--- config.mk ---
export PLATFORM = sky130hd
export DESIGN_NAME = qdec_counter
export DESIGN_NICKNAME = d
export VERILOG_FILES = /design/src/rtl/qdec_pkg.sv /design/src/rtl/qdec_sync.sv /design/src/rtl/qdec_decode.sv /design/src/rtl/qdec_position.sv /design/src/rtl/qdec_counter.sv
export SDC_FILE = /design/constraint.sdc
export NUM_CORES = 1
export LEC_CHECK = 0
export CAP_MARGIN = 15
export CELL_PAD_IN_SITES_DETAIL_PLACEMENT = 0
export CELL_PAD_IN_SITES_GLOBAL_PLACEMENT = 1
export CORE_AREA = 8 8 127 188
export DETAILED_ROUTE_END_ITERATION = 6
export DIE_AREA = 0 0 135 196
export GPL_TIMING_DRIVEN = 0
export PLACE_DENSITY = 0.91
export SLEW_MARGIN = 10
export SYNTH_ARGS = -nofsm -noshare
export SYNTH_HDL_FRONTEND = slang
export SYNTH_SLANG_ARGS = --single-unit
--- constraint.sdc ---
create_clock -name clk -period 3.3 [get_ports clk]
set_input_delay 0.66 -clock clk [delete_from_list [all_inputs] [get_ports clk]]
set_output_delay 0.66 -clock clk [all_outputs]
set_load 0.05 [all_outputs]
--- src/rtl/qdec_pkg.sv ---
package qdec_pkg;
  typedef enum logic [1:0] {
    SRC_QUAD = 2'b00,
    SRC_PDIR = 2'b01,
    SRC_UP   = 2'b10,
    SRC_DOWN = 2'b11
  } src_mode_e;

  localparam int MODE_HI  = 15;
  localparam int MODE_LO  = 14;
  localparam int BOTHEDGE = 11;
  localparam int RUN_BIT  = 3;
  localparam int OVF_BIT  = 6;
  localparam int UNF_BIT  = 5;
  localparam int SUM_BIT  = 0;

  localparam logic [2:0] A_POS  = 3'd0;
  localparam logic [2:0] A_CEIL = 3'd1;
  localparam logic [2:0] A_CFG  = 3'd2;
  localparam logic [2:0] A_RUN  = 3'd3;
  localparam logic [2:0] A_IEN  = 3'd4;
  localparam logic [2:0] A_FLG  = 3'd5;
  localparam logic [2:0] A_CLR  = 3'd6;
endpackage

--- src/rtl/qdec_sync.sv ---
module qdec_sync #(
  parameter int N      = 2,
  parameter int STAGES = 2
) (
  input  logic         clk,
  input  logic         rst,
  input  logic [N-1:0] din,
  output logic [N-1:0] dout
);
  logic [N-1:0] stage_q [STAGES];

  generate
    for (genvar s = 0; s < STAGES; s++) begin : g_stage
      always_ff @(posedge clk) begin
        if (rst) stage_q[s] <= '0;
        else if (s == 0) stage_q[s] <= din;
        else stage_q[s] <= stage_q[(s == 0) ? 0 : s-1];
      end
    end
  endgenerate

  assign dout = stage_q[STAGES-1];
endmodule

--- src/rtl/qdec_decode.sv ---
module qdec_decode
  import qdec_pkg::*;
(
  input  logic      clk,
  input  logic      rst,
  input  logic      a_s,
  input  logic      b_s,
  input  src_mode_e mode,
  input  logic      both_edge,
  output logic      evt,
  output logic      up
);
  logic a_p, b_p;

  always_ff @(posedge clk) begin
    if (rst) begin
      a_p <= 1'b0;
      b_p <= 1'b0;
    end else begin
      a_p <= a_s;
      b_p <= b_s;
    end
  end

  logic a_chg, b_chg, a_rise;
  assign a_chg  = a_s ^ a_p;
  assign b_chg  = b_s ^ b_p;
  assign a_rise = a_s & ~a_p;

  always_comb begin
    evt = 1'b0;
    up  = 1'b1;
    unique case (mode)
      SRC_QUAD: begin
        evt = a_chg ^ b_chg;
        up  = a_chg ? (a_s != b_s) : (b_s == a_s);
      end
      SRC_PDIR: begin
        evt = a_rise;
        up  = b_s;
      end
      SRC_UP: begin
        evt = both_edge ? a_chg : a_rise;
        up  = 1'b1;
      end
      SRC_DOWN: begin
        evt = both_edge ? a_chg : a_rise;
        up  = 1'b0;
      end
      default: ;
    endcase
  end

  // a diagonal step never yields a count
  assert_no_diag_R2: assert property (@(posedge clk) disable iff (rst)
    (mode == SRC_QUAD && a_chg && b_chg) |-> !evt);
  // a falling A edge is silent in pulse/direction mode
  assert_pdir_fall_R3: assert property (@(posedge clk) disable iff (rst)
    (mode == SRC_PDIR && a_p && !a_s) |-> !evt);
endmodule

--- src/rtl/qdec_position.sv ---
module qdec_position #(
  parameter int W = 32
) (
  input  logic         clk,
  input  logic         rst,
  input  logic         run,
  input  logic         evt,
  input  logic         up,
  input  logic         load,
  input  logic [W-1:0] load_val,
  input  logic [W-1:0] ceil,
  output logic [W-1:0] pos,
  output logic         ovf_p,
  output logic         unf_p
);
  always_ff @(posedge clk) begin
    if (rst) begin
      pos   <= '0;
      ovf_p <= 1'b0;
      unf_p <= 1'b0;
    end else begin
      ovf_p <= 1'b0;
      unf_p <= 1'b0;
      if (load) begin
        pos <= load_val;
      end else if (run && evt) begin
        if (up) begin
          if (pos >= ceil) begin
            pos   <= '0;
            ovf_p <= 1'b1;
          end else begin
            pos <= pos + 1'b1;
          end
        end else begin
          if (pos == '0) begin
            pos   <= ceil;
            unf_p <= 1'b1;
          end else begin
            pos <= pos - 1'b1;
          end
        end
      end
    end
  end

  // stopped counter holds
  assert_hold_R7: assert property (@(posedge clk) disable iff (rst)
    (!run && !load) |=> $stable(pos));
  // upward wrap lands on zero with an overflow pulse
  assert_wrap_up_R5: assert property (@(posedge clk) disable iff (rst)
    (run && evt && up && !load && pos >= ceil) |=> (pos == '0 && ovf_p));
  // downward wrap lands on the old ceiling with an underflow pulse
  assert_wrap_dn_R6: assert property (@(posedge clk) disable iff (rst)
    (run && evt && !up && !load && pos == '0) |=> (pos == $past(ceil) && unf_p));
  assert_one_pulse_R5: assert property (@(posedge clk) disable iff (rst)
    !(ovf_p && unf_p));
endmodule

--- src/rtl/qdec_counter.sv ---
module qdec_counter
  import qdec_pkg::*;
#(
  parameter int CNT_W  = 32,
  parameter int CTRL_W = 16,
  parameter int ADDR_W = 3
) (
  input  logic              clk,
  input  logic              rst,
  input  logic              enc_a,
  input  logic              enc_b,
  input  logic [ADDR_W-1:0] bus_addr,
  input  logic              bus_we,
  input  logic [CNT_W-1:0]  bus_wdata,
  output logic [CNT_W-1:0]  bus_rdata,
  output logic              irq
);
  localparam int PADW = CNT_W - CTRL_W;

  logic [CTRL_W-1:0] cfg_r, run_r, ien_r, flg_r;
  logic [CNT_W-1:0]  ceil_r, pos;
  logic [1:0]        ab_s;
  logic              evt, up, ovf_p, unf_p;

  qdec_sync #(.N(2), .STAGES(2)) u_sync (
    .clk(clk), .rst(rst), .din({enc_a, enc_b}), .dout(ab_s));

  qdec_decode u_dec (
    .clk(clk), .rst(rst), .a_s(ab_s[1]), .b_s(ab_s[0]),
    .mode(src_mode_e'(cfg_r[MODE_HI:MODE_LO])), .both_edge(cfg_r[BOTHEDGE]),
    .evt(evt), .up(up));

  logic wr_pos, wr_clr;
  assign wr_pos = bus_we && bus_addr == A_POS;
  assign wr_clr = bus_we && bus_addr == A_CLR;

  qdec_position #(.W(CNT_W)) u_pos (
    .clk(clk), .rst(rst), .run(run_r[RUN_BIT]), .evt(evt), .up(up),
    .load(wr_pos), .load_val(bus_wdata), .ceil(ceil_r),
    .pos(pos), .ovf_p(ovf_p), .unf_p(unf_p));

  always_ff @(posedge clk) begin
    if (rst) begin
      cfg_r  <= '0;
      run_r  <= '0;
      ien_r  <= '0;
      ceil_r <= '1;
    end else if (bus_we) begin
      unique case (bus_addr)
        A_CEIL: ceil_r <= bus_wdata;
        A_CFG:  cfg_r  <= bus_wdata[CTRL_W-1:0];
        A_RUN:  run_r  <= bus_wdata[CTRL_W-1:0];
        A_IEN:  ien_r  <= bus_wdata[CTRL_W-1:0];
        default: ;
      endcase
    end
  end

  logic [CTRL_W-1:0] set_v, clr_v;
  always_comb begin
    set_v = '0;
    set_v[OVF_BIT] = ovf_p;
    set_v[UNF_BIT] = unf_p;
    set_v[SUM_BIT] = (ovf_p & ien_r[OVF_BIT]) | (unf_p & ien_r[UNF_BIT]);
    clr_v = wr_clr ? bus_wdata[CTRL_W-1:0] : '0;
  end

  // a set in the same cycle as a clear wins
  always_ff @(posedge clk) begin
    if (rst) flg_r <= '0;
    else     flg_r <= (flg_r & ~clr_v) | set_v;
  end

  assign irq = flg_r[SUM_BIT];

  always_ff @(posedge clk) begin
    if (rst) bus_rdata <= '0;
    else begin
      unique case (bus_addr)
        A_POS:  bus_rdata <= pos;
        A_CEIL: bus_rdata <= ceil_r;
        A_CFG:  bus_rdata <= {{PADW{1'b0}}, cfg_r};
        A_RUN:  bus_rdata <= {{PADW{1'b0}}, run_r};
        A_IEN:  bus_rdata <= {{PADW{1'b0}}, ien_r};
        A_FLG:  bus_rdata <= {{PADW{1'b0}}, flg_r};
        default: bus_rdata <= '0;
      endcase
    end
  end

  // irq persists until the summary bit is written with 1 at the clear address
  assert_irq_hold_R9: assert property (@(posedge clk) disable iff (rst)
    (irq && !(wr_clr && bus_wdata[SUM_BIT])) |=> irq);
  // an overflow pulse is visible in the flag register next cycle
  assert_ovf_flag_R5: assert property (@(posedge clk) disable iff (rst)
    ovf_p |=> flg_r[OVF_BIT]);
  // masked events do not raise irq
  assert_masked_R8: assert property (@(posedge clk) disable iff (rst)
    (!irq && !(ovf_p && ien_r[OVF_BIT]) && !(unf_p && ien_r[UNF_BIT])) |=> !irq);
endmodule

== Word level (Yosys, flattened, before mapping) ==
Memories as Yosys holds them, arrays and structs flattened.
Index checks and enable logic that the tools add are counted.

* Memories kept: 1
* Logic and storage cells: 73
* Register bits after elaboration: 164
* Input bits: 40
* Bits in writable memories: 4
* Output and inout bits: 33

{| class="wikitable"
|+ Memories
! memory !! words !! width !! read ports !! clocked after memory_dff !! wr ports !! line !! source
|-
| u_sync.stage_q || 2 || 2 || 2 || 0 || 2 || qdec_sync.sv:10 || <nowiki>logic [N-1:0] stage_q [STAGES];</nowiki>
|}

* Add/subtract/negate cells: 2
* Muxes and demuxes: 18
* Order comparisons: 1
* Equality and inequality tests: 11
* Bitwise operators: 15
* Reductions and logical operators: 14

{| class="wikitable"
|+ Operator list
! cell !! count
|-
| $pmux 32 s6 || 1
|-
| $mux 32 || 5
|-
| $add 32x1->32 const B || 1
|-
| $ge 32x32->1 || 1
|-
| $logic_not 32->1 || 1
|-
| $sub 32x1->32 const B || 1
|-
| $and 16x16->16 || 1
|-
| $mux 16 || 1
|-
| $not 16->16 || 1
|-
| $or 16x7->16 || 1
|-
| $eq 3x3->1 const B || 3
|-
| $reduce_and 2->1 || 4
|-
| $reduce_or 4->1 || 2
|-
| $mux 1 || 7
|-
| $eq 3x2->1 const B || 2
|-
| $eq 2x2->1 const B || 2
|-
| $mux 2 || 2
|-
| $pmux 1 s4 || 1
|-
| $and 1x1->1 || 3
|-
| $eq 3x1->1 const B || 1
|-
| $logic_and 1x1->1 || 3
|-
| $logic_not 3->1 || 1
|-
| $not 1->1 || 3
|-
| $or 1x1->1 || 3
|-
| 8 further kinds || 10
|}

== Longest topological paths before layout ==
* Depth in word-level cells: 7
* Depth in mapped cells: 11
* Mapped depth without buffers: 9

== Cells and area by module ==
From an unflattened synthesis, not the netlist that was laid out.

* Cells, all modules: 1,162
* Area, all modules: 9,566.7 um^2

{| class="wikitable"
|+ By module, submodules not included
! module !! sequential area each (um^2) !! times used !! area an instance (um^2) !! cells an instance
|-
| qdec_counter || 2,562.5 || 1 || 5,183.7 || 544
|-
| qdec_position || 680.7 || 1 || 4,115.2 || 590
|-
| qdec_decode || 40.0 || 1 || 162.7 || 20
|-
| qdec_sync || 80.1 || 1 || 105.1 || 8
|}

== Least setup slack after synthesis ==
No wires, ideal clock.

* Path type: reg2reg
* Start: register u_pos.pos[14]
* End: register u_pos.pos[16]
* Buffers on the path: 4
* Required time: 3.188 ns
* Data arrival time: 2.933 ns
* Clock period less this slack: 3.045 ns
* Stages on the path, launching flop included: 11
* Setup time: 0.112 ns
* Slack: 0.255 ns
* Cells stage by stage: dfxtp_1 > buf_6 > or4_4 > or4_4 > buf_6 > or4_4 > buf_6 > buf_6 > a211oi_1 > a21oi_1 > a2111oi_1

* Longest elaborated chain between the ends: 5
* Elaborated cells on any way between the ends: 9
* Those cells by class: add/sub (2); order compare (1); mux (5); reduce/logical (1)

{| class="wikitable"
|+ RTL lines
! what !! line !! source
|-
| from (decl) || qdec_position.sv:12 || <nowiki>output logic [W-1:0] pos,</nowiki>
|-
| from (signal assigned) || qdec_position.sv:25 || <nowiki>pos <= load_val;</nowiki>
|-
| from (signal assigned) || qdec_position.sv:32 || <nowiki>pos <= pos + 1'b1;</nowiki>
|-
| from (signal assigned) || qdec_position.sv:36 || <nowiki>pos <= ceil;</nowiki>
|-
| $sub 32x1->32 (tied with other cells) || qdec_position.sv:39 || <nowiki>pos <= pos - 1'b1;</nowiki>
|-
| $mux 32 (on tied branches) || qdec_position.sv:35, qdec_position.sv:28 ||
|-
| $mux 32 * || qdec_position.sv:27 || <nowiki>if (up) begin</nowiki>
|-
| $mux 32 * || qdec_position.sv:26 || <nowiki>end else if (run && evt) begin</nowiki>
|-
| $mux 32 * || qdec_position.sv:24 || <nowiki>if (load) begin</nowiki>
|}

Every way passes the cells marked *; elsewhere a longest branch is shown, timed or not. The select of a mux whose other input is x is not followed.
A chain may end at the register's enable or synchronous reset.

== Worst setup path in the final report ==
* Start: register u_pos.pos[14]
* End: register u_pos.pos[18]

The elaborated chain is that of the path after synthesis.

==> results.py <==
metrics = {
    "run_status": {
        "status": "complete, no violations",
    },
    "sta": {
        "maxSlewHeadroom_pct": 21.4,
        "finalWorstSetupSlack_ps": 81.2,
        "finalHoldViolCount": 0,
        "drv_slew": 0,
        "holdWs_ps": 451,
        "finalClockSkew_ps": 7.34,
        "post-route-period-util_pct": 97.5,
        "rsz0062_at_grt": "yes",
        "post-route-min-period_ps": 3220,
        "setup_viol_count_final": 0,
        "max_clock_freq_mhz": 311,
        "worst_pin_slew_ps": 1180,
    },
    "cells_and_area": {
        "final_cell_area_um2": 11000,
        "finalNetCount": 1340,
        "area_delta_synth_final_pct": 20.4,
        "diodes": 0,
        "drive_gt1_share_pct": 7.05,
        "fin_cells": 1549,
        "fillers": 2088,
    },
    "clock_network": {
        "cts_buffer_depth": 2,
        "clock_latency_ps": 460,
        "htreeDepth": 4,
        "postCtsHoldBufs": 0,
        "cts_root_buf": "clkbuf_16",
        "cts_tree": "yes",
        "numCtsBuffers": 17,
        "clk_pin_slew_ps": 70,
        "clock-sinks": 168,
    },
    "logic_synthesis": {
        "synth_top_area_cell": "dfxtp_1",
        "yosys.area.top_type_share_pct": 36.9,
        "synth_edf_count": 0,
        "syn_nets": 1247,
        "netlist_area_um2": 9110,
        "ys_seq_area_share_pct": 36.9,
        "ys.flop_type": "dfxtp_1",
        "synth.avg_cell_area_um2": 7.78,
        "yosys_warnings": 0,
        "ys_types": 57,
        "synth_seq_cells": 168,
        "synth_area_leaders": "dfxtp_1 (37%), nand2_1 (6.1%), a22oi_1 (5.4%)",
        "syn_inst": 1171,
        "async_reset_ff_share_pct": 0,
    },
    "power": {
        "intPower_mw": 3.60,
        "total_power_mw": 5.34,
        "p_comb_share_pct": 21.6,
        "switching_share_pct": 32.6,
        "p_leak_nw": 4.10,
        "p_clk_share_pct": 38.5,
        "ir_drop_mv": 0.375,
        "power_density_nw_per_um2": 487,
        "seqPwrFrac_pct": 39.9,
        "p_sw_mw": 1.74,
    },
    "drt": {
        "drc_errors": 0,
        "top_layer": "met4",
        "wl_met3_mm": 2.31,
        "dr_total_vias": 9526,
        "final_antenna_net_count": 0,
        "drtPass1Iterations": 7,
        "post_drt_wl_per_cell_um": 23.3,
        "dr_wl_met2_mm": 18.2,
        "viasPerCell": 6.15,
        "first_iter_violations": 886,
        "route.final.wire_length_mm": 36.1,
        "m1WireLength_mm": 13.2,
    },
    "floorplan": {
        "dieWidth_um": 135,
        "die_area_um2": 26500,
        "io_pins": 73,
        "die_h_um": 196,
        "fp-row-count": 66,
        "core_um2": 21300,
        "initial_core_util_pct": 42.8,
    },
    "critical_path": {
        "path_class": "flop to flop",
        "crit_path_cell_trace": "buf_6 > or4_4 > or4_4 > buf_8 > or4_4 > buf_8 > buf_6 > a211oi_2 > a21oi_1 > a2111oi_1",
        "endpoint_kind": "flop",
        "start_kind": "flop",
        "cp.arrival_ps": 3560,
        "startpoint": "u_pos.pos[14]",
        "cp.required_ps": 3640,
        "crit_buf_inv": 4,
        "crit_fanout": 10,
        "cp_top_family": "simple AND/OR/NAND/NOR gates",
        "rr_startpoint": "u_pos.pos[14]",
        "critPathMostFrequentCell": "or4_4",
        "cpPeakStageDelay_ps": 540,
        "cpMaxStageDelayCell": "or4_4",
    },
    "global_routing": {
        "grtUsageTotal_pct": 27.0,
        "grt_first_pass_wirelength_mm": 54.0,
        "grt_max_degree": 18,
        "gr-total-overflow": 0,
        "antenna_found_initial": 0,
        "first_global_vias": 9252,
    },
    "place": {
        "dp_hpwl_mm": 26.5,
        "dp_slack_ps": -770,
        "io_buffers": 67,
        "globalplace.congestion": 0.991,
        "dpl.cell_count": 1511,
        "postPlaceCellArea_um2": 10100,
    },
    "worst_hold_path": {
        "hold_path_class": "flop to flop",
        "min-delay-start": "u_sync.stage_q[0][0]",
    },
    "job": {
        "maxCapViolCount": 0,
    },
}
==> cell usage after synthesis (5+ instances only) <==
| master | n |
|---|---|
| inv_1 | 41 |
| dfxtp_1 | 168 |
| or4_1 | 7 |
| nor2b_1 | 11 |
| buf_1 | 6 |
| a22oi_1 | 65 |
| a221oi_1 | 19 |
| nand4_1 | 17 |
| nand2_1 | 148 |
| or3_1 | 9 |
| a21oi_1 | 97 |
| xnor2_1 | 39 |
| nand3_1 | 21 |
| nor4_1 | 39 |
| xor2_1 | 11 |
| o21ai_0 | 16 |
| nor2_1 | 122 |
| o31ai_1 | 6 |
| a211oi_1 | 14 |
| nor3_1 | 48 |
| ha_1 | 36 |
| and2_1 | 5 |
| o211ai_1 | 5 |
| clkbuf_1 | 95 |
| buf_2 | 5 |
| nand2b_1 | 15 |
| a31oi_1 | 20 |
| a211o_1 | 32 |
==> power by group through the flow <==
stage                     clock [mW]  sequential, mW  combinational (mW)
after detailed placement           0            2.17                1.03
after global routing            2.13            2.14                1.23
after global placement             0            2.17                1.03
after floorplan                    0            2.20               0.633
final                           2.06            2.13                1.15
after CTS                       2.07            2.13                1.08
==> stage by stage <==
stage	utilization [%]	setup TNS (ps)
floorplan	-	0
global placement	47.5	-18680
detailed placement	47.6	-19330
CTS	50.8	0
global route	51.5	-0.774
finish	51.5	0
==> cell usage in the layout (no fill, tap or decap), types with 4 or more instances in the layout <==
| master | n |
|---|---|
| xnor2_1 | 39 |
| a221oi_1 | 16 |
| clkbuf_2 | 4 |
| a211oi_2 | 4 |
| nor4_2 | 4 |
| nor4_1 | 35 |
| dfxtp_1 | 167 |
| and2_1 | 5 |
| nand4_1 | 17 |
| o211ai_1 | 5 |
| a22oi_1 | 65 |
| nand3_1 | 21 |
| clkbuf_16 | 17 |
| nor2_1 | 121 |
| o31ai_1 | 5 |
| clkbuf_1 | 84 |
| a211o_1 | 32 |
| ha_1 | 36 |
| nor3_1 | 46 |
| xor2_1 | 11 |
| nand2b_1 | 15 |
| buf_1 | 6 |
| nor2b_1 | 11 |
| or4_4 | 7 |
| a211oi_1 | 10 |
| or3_1 | 9 |
| a21oi_1 | 97 |
| buf_2 | 4 |
| o21ai_0 | 14 |
| inv_1 | 41 |
| inv_6 | 5 |
| o41ai_1 | 4 |
| buf_6 | 4 |
| a31oi_1 | 19 |
| nand2_1 | 148 |
| clkdlybuf4s50_1 | 67 |
| buf_4 | 12 |
==> worst reg2reg max path, cell delays in order (launching register included) <==
cell and delay [ps]:
dfxtp_1 330, buf_6 150, or4_4 510, or4_4 540
buf_8 150, or4_4 480, buf_8 170, buf_6 170
a211oi_2 180, a21oi_1 60, a2111oi_1 360
==> cells by family (layout without fill, tap and decap cells) <==
group / after synthesis / in the layout / synth area share (%)
XOR/XNOR: 50 / 50 / 4.81
flip-flops: 168 / 168 / 36.9
adder cells (fa/ha/maj): 36 / 36 / 4.94
AND/OR/NAND/NOR: 464 / 464 / 24.1
AO/OA/AOI/OAI: 302 / 302 / 22.6
buffers and inverters: 151 / 257 / 6.62
==> routing by layer <==
metal | GRT usage, % | vias to the layer above
met5 | 0 | -
met4 | 22.1 | 0
met3 | 4.94 | 142
met2 | 46.1 | 501
met1 | 28.3 | 4483
li1 | - | 4400
==> worst paths after layout <==
| path | end | slack [ps] | depth (start not counted) |
|---|---|---|---|
| max | u_pos.pos[18] | 80 | 10 |
| min | u_sync.stage_q[1][0] | 450 | 1 |
| max reg2reg | u_pos.pos[18] | 80 | 10 |
| min reg2reg | u_sync.stage_q[1][0] | 450 | 1 |
==> timing repair <==
item,CTS,global route
setup endpoints to repair,34,34
buffers inserted,6,4
gates resized for setup,21,31
pin swaps,6,11
endpoints found under the hold margin,0,0
==> sequential cells by signal, summed over array words and instances (netlist names) <==
register and count:
ceil_r 32, u_pos.unf_p 1, u_sync.stage_q 4, u_dec.b_p 1, ien_r 16, bus_rdata 32
u_pos.pos 32, u_pos.ovf_p 1, u_dec.a_p 1, run_r 16, flg_r 16, cfg_r 16
==> area by class of cell <==
class / instances / area, um^2 / share of cell area, %
clock inverter: 14 / 155 / 1.41
sequential: 168 / 3360 / 30.7
tap: 272 / 340 / 3.10
buffer: 105 / 472 / 4.30
timing repair buffer: 79 / 756 / 6.89
multi-input combinational: 852 / 5290 / 48.2
inverter: 41 / 154 / 1.40
clock buffer: 18 / 439 / 4.00
Note: power is estimated with default switching activity, not from simulation.
